===== src/rtl/sd_cmd_issuer.sv =====
module sd_cmd_issuer #(
  parameter int RSP_TIMEOUT = 64
) (
  input  logic         clk,
  input  logic         rst_n,
  input  logic         arg_wr,
  input  logic [31:0]  arg_wdata,
  input  logic         cmd_wr,
  input  logic [15:0]  cmd_wdata,
  input  logic         sts_wr,
  input  logic [3:0]   sts_wdata,
  input  logic         cmd_in,
  output logic         cmd_out,
  output logic         cmd_oe,
  input  logic         dat0_in,
  output logic [31:0]  present_state,
  output logic [3:0]   int_status,
  output logic [127:0] response
);
  localparam int TW = $clog2(RSP_TIMEOUT) + 1;

  typedef enum logic [2:0] {S_IDLE, S_SEND, S_WAIT, S_RECV, S_BUSY} st_t;

  st_t            st;
  logic [31:0]    arg_q;
  logic [5:0]     idx_q;
  logic [1:0]     rtype_q;
  logic           chk_crc_q, chk_idx_q;
  logic [47:0]    tx_sr;
  logic [7:0]     cnt;
  logic [TW-1:0]  wcnt;
  logic [134:0]   rx_sr;
  logic           inh_cmd, inh_dat;
  logic [3:0]     sts_q;
  logic [127:0]   rsp_q;

  function automatic logic [6:0] crc7(input logic [39:0] d);
    logic [6:0] c;
    logic fb;
    c = 7'd0;
    for (int i = 39; i >= 0; i--) begin
      fb = d[i] ^ c[6];
      c = {c[5:0], 1'b0};
      if (fb) c = c ^ 7'h09;
    end
    return c;
  endfunction

  wire [31:0]  arg_src = arg_wr ? arg_wdata : arg_q;
  wire [39:0]  tx_head = {2'b01, cmd_wdata[13:8], arg_src};
  wire         accept  = cmd_wr && !inh_cmd;

  wire [134:0] rx_nxt  = {rx_sr[133:0], cmd_in};
  wire [6:0]   rx_crc  = crc7({1'b0, rx_nxt[46:8]});
  wire         crc_bad = chk_crc_q && rtype_q[1] && (rx_crc != rx_nxt[7:1]);
  wire         idx_bad = chk_idx_q && rtype_q[1] && (rx_nxt[45:40] != idx_q);

  wire fin_send = (st == S_SEND) && (cnt == 8'd0);
  wire fin_rx   = (st == S_RECV) && (cnt == 8'd0);
  wire t_out    = (st == S_WAIT) && cmd_in && (wcnt == TW'(RSP_TIMEOUT - 1));
  wire done_ev  = (fin_send && rtype_q == 2'b00) ||
                  (fin_rx && rtype_q != 2'b11) ||
                  ((st == S_BUSY) && dat0_in);
  wire [3:0] set_vec = {idx_bad && fin_rx, crc_bad && fin_rx, t_out, done_ev};

  wire unused_ok = ^{cmd_wdata[15:14], cmd_wdata[7:6], cmd_wdata[2], rx_nxt[134:128], rx_nxt[0]};

  assign cmd_oe        = (st == S_SEND);
  assign cmd_out       = cmd_oe ? tx_sr[47] : 1'b1;
  assign present_state = {11'd0, dat0_in, 18'd0, inh_dat, inh_cmd};
  assign int_status    = sts_q;
  assign response      = rsp_q;

  always_ff @(posedge clk or negedge rst_n) begin
    if (!rst_n) begin
      st        <= S_IDLE;
      arg_q     <= '0;
      idx_q     <= '0;
      rtype_q   <= '0;
      chk_crc_q <= 1'b0;
      chk_idx_q <= 1'b0;
      tx_sr     <= '0;
      cnt       <= '0;
      wcnt      <= '0;
      rx_sr     <= '0;
    end else begin
      if (arg_wr) arg_q <= arg_wdata;
      case (st)
        S_IDLE: if (accept) begin
          st        <= S_SEND;
          idx_q     <= cmd_wdata[13:8];
          rtype_q   <= cmd_wdata[1:0];
          chk_crc_q <= cmd_wdata[3];
          chk_idx_q <= cmd_wdata[4];
          tx_sr     <= {tx_head, crc7(tx_head), 1'b1};
          cnt       <= 8'd47;
        end
        S_SEND: begin
          tx_sr <= {tx_sr[46:0], 1'b1};
          if (cnt == 8'd0) begin
            st   <= (rtype_q == 2'b00) ? S_IDLE : S_WAIT;
            wcnt <= '0;
          end else cnt <= cnt - 8'd1;
        end
        S_WAIT: begin
          if (!cmd_in) begin
            st    <= S_RECV;
            cnt   <= (rtype_q == 2'b01) ? 8'd134 : 8'd46;
            rx_sr <= '0;
          end else if (t_out) st <= S_IDLE;
          else wcnt <= wcnt + 1'b1;
        end
        S_RECV: begin
          rx_sr <= rx_nxt;
          if (cnt == 8'd0) st <= (rtype_q == 2'b11) ? S_BUSY : S_IDLE;
          else cnt <= cnt - 8'd1;
        end
        S_BUSY: if (dat0_in) st <= S_IDLE;
        default: st <= S_IDLE;
      endcase
    end
  end

  always_ff @(posedge clk or negedge rst_n) begin
    if (!rst_n) begin
      inh_cmd <= 1'b0;
      inh_dat <= 1'b0;
      sts_q   <= '0;
      rsp_q   <= '0;
    end else begin
      if (accept) begin
        inh_cmd <= 1'b1;
        inh_dat <= (cmd_wdata[1:0] == 2'b11) && !cmd_wdata[5];
      end else if (done_ev || t_out) begin
        inh_cmd <= 1'b0;
        inh_dat <= 1'b0;
      end
      sts_q <= (sts_q & ~(sts_wr ? sts_wdata : 4'h0)) | set_vec;
      if (fin_rx)
        rsp_q <= (rtype_q == 2'b01) ? {8'd0, rx_nxt[127:8]} : {96'd0, rx_nxt[39:8]};
    end
  end

  assert_start_bit_R2: assert property (@(posedge clk) disable iff (!rst_n)
    $rose(cmd_oe) |-> !cmd_out);
  assert_end_bit_R2: assert property (@(posedge clk) disable iff (!rst_n)
    $fell(cmd_oe) |-> $past(cmd_out));
  assert_oe_inhibit_R3: assert property (@(posedge clk) disable iff (!rst_n)
    cmd_oe |-> present_state[0]);
  assert_done_ends_R3: assert property (@(posedge clk) disable iff (!rst_n)
    $rose(int_status[0]) |-> $fell(present_state[0]));
  assert_timeout_wait_R7: assert property (@(posedge clk) disable iff (!rst_n)
    $rose(int_status[1]) |-> $past(st) == S_WAIT);
  assert_dat_under_cmd_R10: assert property (@(posedge clk) disable iff (!rst_n)
    present_state[1] |-> present_state[0]);
endmodule


===== config.mk =====
export PLATFORM = sky130hd
export DESIGN_NAME = sd_cmd_issuer
export DESIGN_NICKNAME = d
export VERILOG_FILES = /design/src/rtl/sd_cmd_issuer.sv
export SDC_FILE = /design/constraint.sdc
export NUM_CORES = 1
export LEC_CHECK = 0
export ABC_CLOCK_PERIOD_IN_PS = 3300
export BUFFER_PORTS_ARGS = -buffer_cell sky130_fd_sc_hd__buf_4
export CAP_MARGIN = 20
export CORE_UTILIZATION = 50
export DETAILED_ROUTE_END_ITERATION = 10
export PLACE_DENSITY = 0.82
export SYNTH_ARGS = -nofsm -noshare
export SYNTH_HDL_FRONTEND = slang
export SYNTH_SLANG_ARGS = --single-unit

===== constraint.sdc =====
create_clock -name clk -period 3.3 [get_ports clk]
set_input_delay 0.33 -clock clk [delete_from_list [all_inputs] [get_ports clk]]
set_output_delay 0.33 -clock clk [all_outputs]
set_load 0.05 [all_outputs]

Word-level counts from Yosys, hierarchy flattened
Cells that the tools add are included.
{ "word_totals": {"register_bits": 369, "out_inout_bits": 166, "wordCells": 412} }
{ "op_classes": {"add_sub_neg": 2, "eq_ne": 20, "n_mux": 185, "bitwise": 156, "reduce_logical": 35} }
{ "op_table": {"columns": ["op", "count"], "rows": [
  ["$mux W7", 81],
  ["$mux W4", 79],
  ["$pmux W127 S2", 1],
  ["$not A2 Y2", 77],
  ["$mux W127", 1],
  ["$mux W120", 1],
  ["$pmux W48 S2", 1],
  ["$xor A1 B1 Y1", 73],
  ["$mux W48", 1],
  ["$mux W32", 1],
  ["$mux W8", 4],
  ["$pmux W8 S3", 1],
  ["$mux W3", 7],
  ["$ne A2 B2 Y1 const B", 8],
  ["$logic_and A1 B1 Y1", 15],
  ["$pmux W3 S5", 1],
  ["$pmux W7 S2", 1],
  ["$logic_not A8 Y1", 1],
  ["$reduce_and A4 Y1", 2],
  ["$reduce_bool A2 Y1", 4],
  ["$sub A8 B1 Y8 const B", 1],
  ["$add A7 B1 Y7 const B", 1],
  ["$eq A7 B6 Y1 const B", 1],
  ["$ne A7 B7 Y1", 1],
  ["22 further kinds", 34]
]} }

Logic depth before layout (Yosys ltp)
Gate-level depths: netlist of run 1.
{ "logic_depth": {"word_depth": 160, "mapped_depth": 11, "mapped_depth_nobuf": 9} }

Least setup slack after synthesis of run 1
No wires, ideal clock.
{ "synth_timing": {"path_type": "input -> register", "startpoint": "input port arg_wr", "endpoint": "register tx_sr[1]", "setup_ps": 132, "arrival_time_ps": 2663, "required_ps": 3168, "slack_ps": 505, "path_stages": 9, "n_path_buf": 1, "cell_sequence": "buf_6 mux2i_4 xor3_2 xnor3_1 xnor2_2 xnor3_1 xnor2_2 xor2_1 o21ai_1"} }
{ "synth_via": {"elab_chain_cells": 85, "word_cells_on_any_way": 133} }
{ "synth_lines": {"columns": ["item", "line_no", "rtl"], "rows": [
  ["start: declaration", "6", "input logic arg_wr,"],
  ["$mux W32 *", null, null],
  ["$xor A1 B1 Y1", "42", "fb = d[i] ^ c[6];"],
  ["$mux W4", "44", "if (fb) c = c ^ 7'h09;"],
  ["$mux W7", "89", "S_IDLE: if (accept) begin"],
  ["$mux W7", "88", "case (st)"],
  ["$mux W7 or $mux W4 (tied branches)", "89, 44", null],
  ["$mux W7 (on tied branches)", "88, 89", null],
  ["$mux W7 (on tied branches)", "89, 88", null],
  ["[69 not listed]", null, null],
  ["$mux W7", "89", null],
  ["$mux W7", "88", null],
  ["$mux W7", "89", null],
  ["$mux W7", "88", null],
  ["$xor A1 B1 Y1 *", "42", null],
  ["$mux W4 *", "44", null],
  ["$mux W48 *", "89", null],
  ["$pmux W48 S2 *", "88", null],
  ["end signal: assignment", "95", "tx_sr <= {tx_head, crc7(tx_head), 1'b1};"],
  ["end signal: assignment", "99", "tx_sr <= {tx_sr[46:0], 1'b1};"],
  ["end: declaration", "29", "logic [47:0] tx_sr;"]
]} }
Every way passes the cells marked *; elsewhere a longest branch is shown, timed or not. The select of a mux whose other input is x is not followed.
A chain may end at the register's enable or synchronous reset.

Worst setup path in the final report of run 1
{ "layout_timing": {"startpoint": "register arg_q[28]", "endpoint": "register tx_sr[4]"} }
{ "layout_via": {"elab_chain_cells": 85, "word_cells_on_any_way": 110} }
{ "layout_lines": {"columns": ["item", "line_no", "rtl"], "rows": [
  ["start: declaration", "25", "logic [31:0] arg_q;"],
  ["start signal: assignment", "87", "if (arg_wr) arg_q <= arg_wdata;"],
  ["$mux W32 *", null, null],
  ["net arg_src[28]", "49", "wire [31:0] arg_src = arg_wr ? arg_wdata : arg_q;"],
  ["$xor A1 B1 Y1 *", "42", null],
  ["$mux W4 *", "44", null],
  ["$mux W7 *", "89", null],
  ["$mux W7 *", "88", null],
  ["$mux W7 *", "89", null],
  ["$mux W7 *", "88", null],
  ["[70 not listed]", null, null],
  ["$mux W7 *", "88", null],
  ["$mux W4 or $mux W7 (tied branches)", "44, 88", null],
  ["$mux W7 *", "89", null],
  ["$mux W7 *", "88", null],
  ["$not A2 Y2 (no source line) or $xor A1 B1 Y1 (tied branches)", null, null],
  ["$mux W4 *", "44", null],
  ["$mux W48 *", "89", null],
  ["$pmux W48 S2 *", "88", null]
]} }
The timed path passes the listed nets; every way through them passes the cells marked *. The select of a mux whose other input is x is not followed.

==> impl_metrics.yaml, run 1 <==
power_and_ir_drop:
  seqPwrFrac: 0.351
  peakVddDrop_v: 0.000526
  swShare: 0.356
  power.density_mw_per_mm2: 825
  leakagePower_nw: 9.86
  combPwrFrac: 0.369
  p_int_mw: 10.1
  switching_power_mw: 5.58
  clkPwrFrac: 0.280
hold_path:
  min-delay-path-class: "in2reg"
  whs_endpoint: "rtype_q[1]"
  whs_path_depth: 3
  worstHoldStart: "cmd_wdata[1]"
yosys:
  syn_inst: 1500
  yosys_warnings: 0
  syn_area_sq_mm: 0.0161
  synth.distinct_cells: 53
  syn_avg_cell_area_sq_um: 10.7
  synth_seq_cells: 361
  synth_top_area_frac: 0.563
  synth_edf_count: 0
  synthFlopType: "dfrtp_1"
  synthArstFlopShare: 1.00
  ys_seq_area_frac: 0.563
  synth_area_leaders: "dfrtp_1 (56%), nand2_1 (8.1%), a22o_1 (7.0%)"
  synth_top_cell_by_area: "dfrtp_1"
finish:
  nNetsFinal: 1711
  fin_util: 0.603
  area_growth_pct: 18.6
  layout-drive-gt1-share: 0.175
route:
  firstDrtPassIters: 5
  antenna_left: 0
  initialDrtViolationCount: 863
  num_vias: 11400
  vias_per_cell: 5.48
  post_drt_wl_per_cell_microns: 16.9
  drt_wl_total_microns: 35000
  drc_errors: 0
global_routing:
  busiest_layer: "met2"
  grt_max_degree: 114
  grt_pass1_vias: 11000
  met1_usage: 0.305
  grt-ovfl-total: 0
  grt_pass1_wl_microns: 57300
  grt_use_met2: 0.338
  grt_use_met3: 0.0458
  grt_use_total: 0.216
  antenna_found_initial: 0
run:
  max_cap_violations: 0
floorplanning:
  dieWidth_microns: 181
  dieArea_sq_mm: 0.0328
  row_count: 65
  core_area_sq_mm: 0.0316
  boundaryPins: 225
  initial_core_util: 0.509
  die_h_microns: 181
worst_setup_path:
  arrival_ns: 3.30
  path_cells: "mux2_4 -> xor2_1 -> xnor3_1 -> xnor3_1 -> xnor3_1 -> xnor2_2 -> xor2_1 -> o21ai_1"
  r2r_cells: 8
  crit_top_cell: "xnor3_1"
  critPathBufInv: 0
  r2r-start: "arg_q[28]"
  cp_max_fo: 3
  critPathTopFamily: "XOR/XNOR gates"
  reg2reg_slack_ns: 0.36
  slowest_stage: "xnor3_1"
  worstSetupStartpointType: "register"
  end_kind: "register"
  required_ns: 3.67
  worstSetupPathType: "reg2reg"
  cp_slowest_stage_delay_ns: 0.45
  r2r-end: "tx_sr[4]"
placed_design:
  portBuffers: 182
  gp_congestion: 0.872
  hpwl_microns: 23400
sta:
  min_period_over_period: 0.890
  final.setup_skew_ns: 0.0173
  fmax_mhz: 340
  maxSlewHeadroom: 0.481
  tightest_slew_ns: 0.776
  setup_viol: 0
  hold_violations: 0
  finalSetupTns_ns: 0
  min_period_ns: 2.94
  drv_slew: 0
  grt_setup_unrepaired: "false"
clock_tree:
  clockRootBuffer: "clkbuf_16"
  cts_sinks: 361
  clock_path_buffers: 3
  numCtsBuffers: 38
  cts_tree: "built"
  clkTransAtPathRegs_ns: 0.06
  clock_latency_ns: 0.52
  cts_setup_buffers: 0
  clock_tree.htree_level_count: 2
run_status:
  status: "finished, final reports clean"
-- per-layer routing --
layer,wire (microns),vias up
li1,-,5307
met2,16200,350
met1,15900,5690
met5,0,-
met3,2230,53
met4,688,0
-- state kept, by name (all words and copies together), names as in the netlist --
signal,count
idx_q,6
chk_crc_q,1
int_status,4
rtype_q,2
st,3
inh_dat,1
chk_idx_q,1
tx_sr,48
response,120
inh_cmd,1
wcnt,7
arg_q,32
rx_sr,127
cnt,8
-- placed cells by master (no fill, tap or decap), types with 3 or more instances in the layout --
master / count
a21o_1: 3
a21oi_1: 5
a22o_1: 129
a22oi_1: 15
a31oi_1: 4
and3_1: 4
buf_12: 8
buf_4: 193
bufinv_16: 5
clkbuf_1: 5
clkbuf_16: 38
clkbuf_8: 7
clkinv_2: 7
conb_1: 37
dfrtp_1: 361
dlygate4sd3_1: 4
ha_1: 3
inv_1: 32
mux2_2: 5
mux2i_1: 28
nand2_1: 347
nand2b_1: 6
nand3_1: 98
nor2_1: 82
nor2b_1: 6
nor3_1: 9
o21ai_0: 15
o21ai_1: 6
o22ai_1: 34
or3_1: 4
xnor2_1: 76
xnor2_2: 11
xnor3_1: 22
xor2_1: 27
xor3_1: 4
-- worst register-to-register path, cell delays in order (launching register included) --
cell     delay [ns]
dfrtp_1        0.37
mux2_4         0.29
xor2_1         0.31
xnor3_1        0.45
xnor3_1        0.43
xnor3_1        0.43
xnor2_2        0.24
xor2_1         0.18
o21ai_1        0.08
-- power by group through the flow --
| stage | Clock [mW] | Combinational (mW) | Sequential, mW |
|---|---|---|---|
| after floorplan | 0 | 4.68 | 5.43 |
| after global placement | 0 | 5.56 | 5.55 |
| after detailed placement | 0 | 5.75 | 5.58 |
| after CTS | 4.47 | 5.79 | 5.51 |
| after global routing | 4.65 | 6.30 | 5.58 |
| final | 4.39 | 5.79 | 5.52 |
-- synthesized netlist by cell type (4+ instances only) --
cell,instances
a21oi_1,5
a22o_1,129
a22oi_1,15
a31oi_1,4
and3_1,4
buf_1,4
buf_2,5
buf_4,40
clkbuf_1,82
dfrtp_1,361
inv_1,32
mux2_2,5
mux2i_1,28
nand2_1,348
nand2b_1,6
nand3_1,98
nor2_1,83
nor2b_1,7
nor3_1,9
o21ai_0,15
o21ai_1,7
o22ai_1,34
or3_1,4
xnor2_1,76
xnor2_2,11
xnor3_1,22
xor2_1,27
xor3_1,4
-- metrics by stage --
stage | cells | area [sq um] | setup WS, ns | hold slack (ns) | power [mW]
global route | 2078 | 19000 | 0.221 | 0.0180 | 16.5
CTS | 2078 | 19000 | 0.356 | 0.00325 | 15.8
detailed placement | 2007 | 17700 | 0.156 | 0.398 | 11.3
floorplan | 1536 | 16200 | 0.505 | 0.0344 | 10.1
global placement | 2006 | 17700 | 0.290 | 0.394 | 11.1
finish | 2079 | 19000 | 0.363 | 0.0204 | 15.7
-- layout make-up --
cell class                      count  area, sq um
Antenna cell                        1         2.50
Clock buffer                       50         1070
Clock inverter                     17          235
Fill cell                        2505        12500
Inverter                           32          120
Multi-Input combinational cell   1009         6400
Sequential cell                   361         9030
Tap cell                          402          503
Timing Repair Buffer              207         1670
-- logic make-up (layout without fill, tap and decap cells) --
| logic type | after synthesis | count (layout) | share of synthesized area |
|---|---|---|---|
| compound gates | 222 | 222 | 0.107 |
| xor+xnor | 142 | 142 | 0.107 |
| other cells | 1 | 38 | 0.000234 |
| buf+inv | 166 | 306 | 0.0496 |
| fa+ha+maj | 3 | 3 | 0.00234 |
| flops | 361 | 361 | 0.563 |
| simple gates | 570 | 570 | 0.147 |
| mux | 35 | 35 | 0.0233 |
-- timing repair --
item	in CTS	in global routing
endpoints found under the hold margin	89	0
hold buffers	4	0
resized for setup	0	0
-- how the worst max path moves through the flow --
stage / startpoint / endpoint / slack (ns) / depth (start not counted)
floorplan: arg_wr / tx_sr[1] / 0.51 / 9
global placement: arg_wr / tx_sr[2] / 0.29 / 10
detailed placement: arg_wr / tx_sr[4] / 0.16 / 10
CTS: arg_q[28] / tx_sr[4] / 0.36 / 8
global route: rx_sr[42] / int_status[2] / 0.22 / 8
finish: arg_q[28] / tx_sr[4] / 0.36 / 8
Note: power is estimated with default switching activity, not from simulation.
==> inputs of run 2 (changes only) <==
--- a/config.mk
+++ b/config.mk
@@ -5,12 +5,14 @@
 export SDC_FILE = /design/constraint.sdc
 export NUM_CORES = 1
 export LEC_CHECK = 0
+export ABC_AREA = 1
 export ABC_CLOCK_PERIOD_IN_PS = 3300
 export BUFFER_PORTS_ARGS = -buffer_cell sky130_fd_sc_hd__buf_4
 export CAP_MARGIN = 20
 export CORE_UTILIZATION = 50
 export DETAILED_ROUTE_END_ITERATION = 10
 export PLACE_DENSITY = 0.82
+export RECOVER_POWER = 25
 export SYNTH_ARGS = -nofsm -noshare
 export SYNTH_HDL_FRONTEND = slang
 export SYNTH_SLANG_ARGS = --single-unit
==> impl_metrics.yaml, run 2 <==
yosys:
  syn_inst: 2001
  synth_edf_count: 0
  ys_seq_area_frac: 0.539
  syn_avg_cell_area_sq_um: 8.37
  synth_seq_cells: 361
  synth.distinct_cells: 50
  synthFlopType: "dfrtp_1"
  yosys_warnings: 0
  syn_area_sq_mm: 0.0167
  synth_most_common_cell: "nand2_1"
  synthArstFlopShare: 1.00
  synth_top_cell_by_area: "dfrtp_1"
  synth_top_area_frac: 0.539
  synth_commonest_cells: "nand2_1 (643), dfrtp_1 (361), inv_1 (191), nand3_1 (179), o21ai_0 (127)"
  synth_area_leaders: "dfrtp_1 (54%), nand2_1 (14%), nand3_1 (5.4%)"
finish:
  final_common_cell: "nand2_1"
  area_growth_pct: 16.6
  antenna_cells: 0
  fillerInstances: 2763
  largest_register: "rx_sr"
  layout-drive-gt1-share: 0.151
  nNetsFinal: 2217
  largest_reg_flops: 127
  layout_common_cells: "nand2_1 (643), dfrtp_1 (360), buf_4 (193)"
route:
  firstDrtPassIters: 5
  met1_length_microns: 17200
  num_vias: 13900
  antenna_left: 0
  drt_wl_total_microns: 39600
  drc_errors: 0
  top_layer: "met4"
  route.met3.wl_microns: 1840
  wl_met2_microns: 19400
  vias_per_cell: 5.31
  post_drt_wl_per_cell_microns: 15.1
  initialDrtViolationCount: 868
clock_tree:
  clock_path_buffers: 3
  numCtsBuffers: 38
  cts_sinks: 361
  cts_tree: "built"
  clock_tree.htree_level_count: 2
  clock_latency_ns: 0.53
  clockRootBuffer: "clkbuf_16"
  clkTransAtPathRegs_ns: 0.06
run_status:
  violations: "capacitance limit, slew limit"
  status: "finished, violations left"
worst_setup_path:
  cp-endpoint: "int_status[2]"
  worstSetupStartpointType: "register"
  cp-startpoint: "rx_sr[43]"
  cp_max_fo: 5
  required_ns: 3.69
  arrival_ns: 3.35
  reg2reg_slack_ns: 0.35
  r2r-end: "int_status[2]"
  r2r-start: "rx_sr[43]"
  worstSetupPathType: "reg2reg"
  r2r_cells: 25
  end_kind: "register"
hold_path:
  whs_path_depth: 2
  min-delay-path-class: "in2reg"
sta:
  fmax_mhz: 339
  grt_setup_unrepaired: "false"
  hold_violations: 0
  min_period_over_period: 0.895
  drv_slew: 79
  final.setup_skew_ns: 0.0251
  finalSetupTns_ns: 0
  tightest_slew_ns: 2.08
  maxSlewHeadroom: -0.384
  setup_viol: 0
  whs_ns: 0.0185
  setup_ws_ns: 0.346
  min_period_ns: 2.95
placed_design:
  hpwl_microns: 26700
  gp_congestion: 0.936
  dp_slack_ns: 0.351
  portBuffers: 182
global_routing:
  grt_use_total: 0.237
  grt_pass1_vias: 13600
  grt-ovfl-total: 0
  antenna_found_initial: 0
  grt_pass1_wl_microns: 65900
  grt_max_degree: 104
floorplanning:
  core_area_sq_mm: 0.0328
  initial_core_util: 0.511
  dieArea_sq_mm: 0.0342
  dieWidth_microns: 185
  boundaryPins: 225
  die_h_microns: 185
  row_count: 66
power_and_ir_drop:
  leakagePower_nw: 10.1
  power.density_mw_per_mm2: 866
  peakVddDrop_v: 0.000624
  fin_total_pwr_mw: 16.9
run:
  max_cap_violations: 1
[run 2: stage by stage]
step | util | std cells | cell area [sq um]
2_1_floorplan | - | 2037 | 16900
3_3_place_gp | 0.561 | 2556 | 18400
3_5_place_dp | 0.561 | 2556 | 18400
4_1_cts | 0.597 | 2618 | 19600
5_1_grt | 0.595 | 2618 | 19500
6_report | 0.595 | 2618 | 19500
[run 2: report_power, final]
part | switching [mW] | leakage [nW] | total, mW | internal [mW]
Sequential | 0.399 | 4.74 | 5.53 | 5.13
Combinational | 5.10 | 4.80 | 7.32 | 2.22
Clock | 1.72 | 0.563 | 4.05 | 2.33
[run 2: cell families (layout without fill, tap and decap cells)]
| logic type | Yosys count | after routing | synth area share |
|---|---|---|---|
| other | 1 | 37 | 0.000224 |
| and+or+nand+nor | 967 | 967 | 0.245 |
| muxes | 2 | 2 | 0.00127 |
| buffers and inverters | 333 | 472 | 0.0864 |
| DFF | 361 | 361 | 0.539 |
| AOI/OAI and AO/OA | 303 | 303 | 0.108 |
| xor gates and xnor gates | 31 | 31 | 0.0171 |
| adders and majority gates | 3 | 3 | 0.00224 |
[run 2: how the worst min path moves through the flow]
stage	startpoint	endpoint	slack, ns
after global routing	cmd_wdata[5]	inh_dat	0.02
after floorplan	rst_n	arg_q[0]	0.03
final	cmd_wdata[5]	inh_dat	0.02
after CTS	cmd_wdata[5]	inh_dat	0.002
after global placement	rst_n	response[19]	0.37
after detailed placement	rst_n	response[21]	0.37
[run 2: final cells by class]
type / instances / area (sq um) / area share
sequential: 361 / 9030 / 0.463
multi-input combinational: 1343 / 6380 / 0.327
timing repair buffer: 202 / 1590 / 0.0814
clock buffer: 51 / 1060 / 0.0543
inverter: 209 / 795 / 0.0407
tap: 442 / 553 / 0.0283
clock inverter: 10 / 105 / 0.00539
[run 2: what timing repair did]
action | CTS | global route
gates resized for setup | 0 | 2
hold buffers | 1 | 0
endpoints found under the setup margin | 0 | 1
hold endpoints to repair | 77 | 0
setup buffers | 0 | 0
[run 2: worst max-delay path, stage by stage, from the launching register on]
cell and delay [ns]:
dfrtp_1 0.50, inv_1 0.15, nand2_1 0.11, nand4_1 0.09
nand2_1 0.20, inv_1 0.07, nand2_1 0.10, nand2_1 0.07
nand2_1 0.06, nand2_1 0.09, inv_1 0.09, nand2_1 0.09
nand3_1 0.11, nand2_1 0.09, nand2_1 0.10, nand2_1 0.09
nand2_1 0.08, nand3_1 0.12, nand2_1 0.11, nand2_1 0.05
nand2_1 0.05, nand2_1 0.05, nor2_1 0.10, nand2_1 0.07
nand2_1 0.12, nand2_1 0.06
[run 2: layer usage]
layer,global-route usage,up-vias
li1,-,6730
met1,0.309,6685
met2,0.401,394
met3,0.0354,85
met4,0.0830,0
met5,0,-
==> inputs of run 3 (changes only) <==
==> constraint.sdc (replaced) <==
create_clock -name clk -period 3.3 [get_ports clk]
set_input_delay 0.165 -clock clk [delete_from_list [all_inputs] [get_ports clk]]
set_output_delay 0.165 -clock clk [all_outputs]
set_load 0.05 [all_outputs]
==> impl_metrics.yaml, run 3 (same netlist as run 2, synthesis figures left out) <==
sta:
  setup_viol: 0
  min_period_ns: 3.09
  tightest_slew_ns: 1.67
  drv_slew: 68
  final.setup_skew_ns: 0.0184
  maxSlewHeadroom: -0.117
  grt_setup_unrepaired: "true"
  hold_violations: 1
  min_period_over_period: 0.935
  whs_ns: -0.000669
  fmax_mhz: 324
floorplanning:
  dieArea_sq_mm: 0.0342
  core_area_sq_mm: 0.0328
  initial_core_util: 0.511
  boundaryPins: 225
  die_h_microns: 185
  dieWidth_microns: 185
  row_count: 66
power_and_ir_drop:
  fin_total_pwr_mw: 17.4
  power.density_mw_per_mm2: 872
  clkPwrFrac: 0.255
  combPwrFrac: 0.428
  switching_power_mw: 7.40
  p_int_mw: 10.0
  leakagePower_nw: 10.3
  peakVddDrop_v: 0.000780
  swShare: 0.424
  seqPwrFrac: 0.317
finish:
  design_area_sq_mm: 0.0200
  antenna_cells: 0
  multi_input_area_sq_mm: 0.00645
  final-seq-area_sq_mm: 0.00903
  largest_reg_flops: 127
  layout_common_cells: "nand2_1 (630), dfrtp_1 (361), buf_4 (194)"
  nNetsFinal: 2252
  largest_register: "rx_sr"
  area_growth_pct: 19.6
  fillerInstances: 2713
  final_common_cell: "nand2_1"
  layout-drive-gt1-share: 0.162
route:
  initialDrtViolationCount: 1134
  drc_errors: 0
  wl_met2_microns: 20100
  top_layer: "met4"
  post_drt_wl_per_cell_microns: 15.2
  met1_length_microns: 17100
  firstDrtPassIters: 6
  route.met3.wl_microns: 2120
  num_vias: 14100
  antenna_left: 0
  drt_wl_total_microns: 40500
  vias_per_cell: 5.32
clock_tree:
  clockRootBuffer: "clkbuf_16"
  clock_tree.htree_level_count: 2
  numCtsBuffers: 39
  cts_sinks: 361
  clock_latency_ns: 0.53
  cts_tree: "built"
  clock_path_buffers: 3
  cts_setup_buffers: 0
  clkTransAtPathRegs_ns: 0.06
worst_setup_path:
  required_ns: 3.76
  r2r_cells: 12
  critPathTopFamily: "simple AND/OR/NAND/NOR gates"
  worstSetupPathType: "in2reg"
  path_depth: 29
  worstSetupStartpointType: "input port"
  cp_max_fo: 4
  cp_slowest_stage_delay_ns: 0.56
  end_kind: "register"
  crit_top_cell: "nand2_1"
  critPathBufInv: 6
  arrival_ns: 3.54
  slowest_stage: "dlygate4sd3_1"
placed_design:
  postPlaceCellArea_sq_mm: 0.0184
  hpwl_microns: 26700
  gp_congestion: 0.909
  portBuffers: 182
run:
  max_cap_violations: 1
global_routing:
  grt_pass1_wl_microns: 66500
  grt_use_total: 0.240
  antenna_found_initial: 0
  grt-ovfl-total: 0
  grt_max_degree: 90
  grt_pass1_vias: 13700
hold_path:
  whs_path_depth: 4
  min-delay-path-class: "in2reg"
run_status:
  status: "finished, violations left"
  violations: "hold timing, capacitance limit, slew limit"
-- run 3: path summary, 6_finish.rpt --
kind                                    start  slack [ns]            end
worst max-delay path            arg_wdata[26]        0.21       tx_sr[5]
worst min-delay path                   sts_wr     -0.0007  int_status[3]
worst max register to register         cnt[0]        0.39        inh_dat
worst min register to register       tx_sr[0]        0.46       tx_sr[0]
max in group asynchronous               rst_n        0.59       arg_q[4]
min in group asynchronous               rst_n        0.64      rx_sr[23]
-- run 3: layout make-up --
cell class | instances | area share
Sequential cell | 361 | 0.451
Multi-Input combinational cell | 1343 | 0.322
Tap cell | 442 | 0.0276
Timing Repair Buffer | 236 | 0.0938
Clock buffer | 51 | 0.0551
Clock inverter | 17 | 0.0101
Inverter | 209 | 0.0397
-- run 3: power groups by stage --
stage | registers [mW] | logic, mW | clock network (mW)
finish | 5.53 | 7.47 | 4.45
global route | 5.60 | 8.33 | 4.73
CTS | 5.53 | 7.40 | 4.53
detailed placement | 5.59 | 7.29 | 0
global placement | 5.56 | 7.05 | 0
floorplan | 5.94 | 5.19 | 0
-- run 3: worst min-delay path, cell delays in order --
cell and delay, ns:
buf_4 0.16, nand2_1 0.06, nand2_1 0.04, o21ai_0 0.06
-- run 3: timing repair --
item	CTS	global route
hold buffers	34	0
endpoints found under the setup margin	0	6
hold endpoints to repair	97	0
resized for setup	0	14
-- run 3: metal layers --
layer | up-vias | GRT usage
met1 | 6767 | 0.316
met4 | 0 | 0.0932
met5 | - | 0
li1 | 6806 | -
met3 | 89 | 0.0322
met2 | 477 | 0.402
-- run 3: per-stage QoR --
stage / cells / hold WS [ns] / TNS (ns) / utilization / setup slack, ns
after global placement: 2557 / 0.171 / 0 / 0.561 / 0.556
after floorplan: 2037 / -0.131 / 0 / - / 0.890
after detailed placement: 2557 / 0.170 / 0 / 0.561 / 0.434
final: 2659 / -0.000669 / 0 / 0.611 / 0.215
after CTS: 2659 / 0.00149 / 0 / 0.611 / 0.179
after global routing: 2659 / 0.0154 / -0.00602 / 0.611 / -0.00602
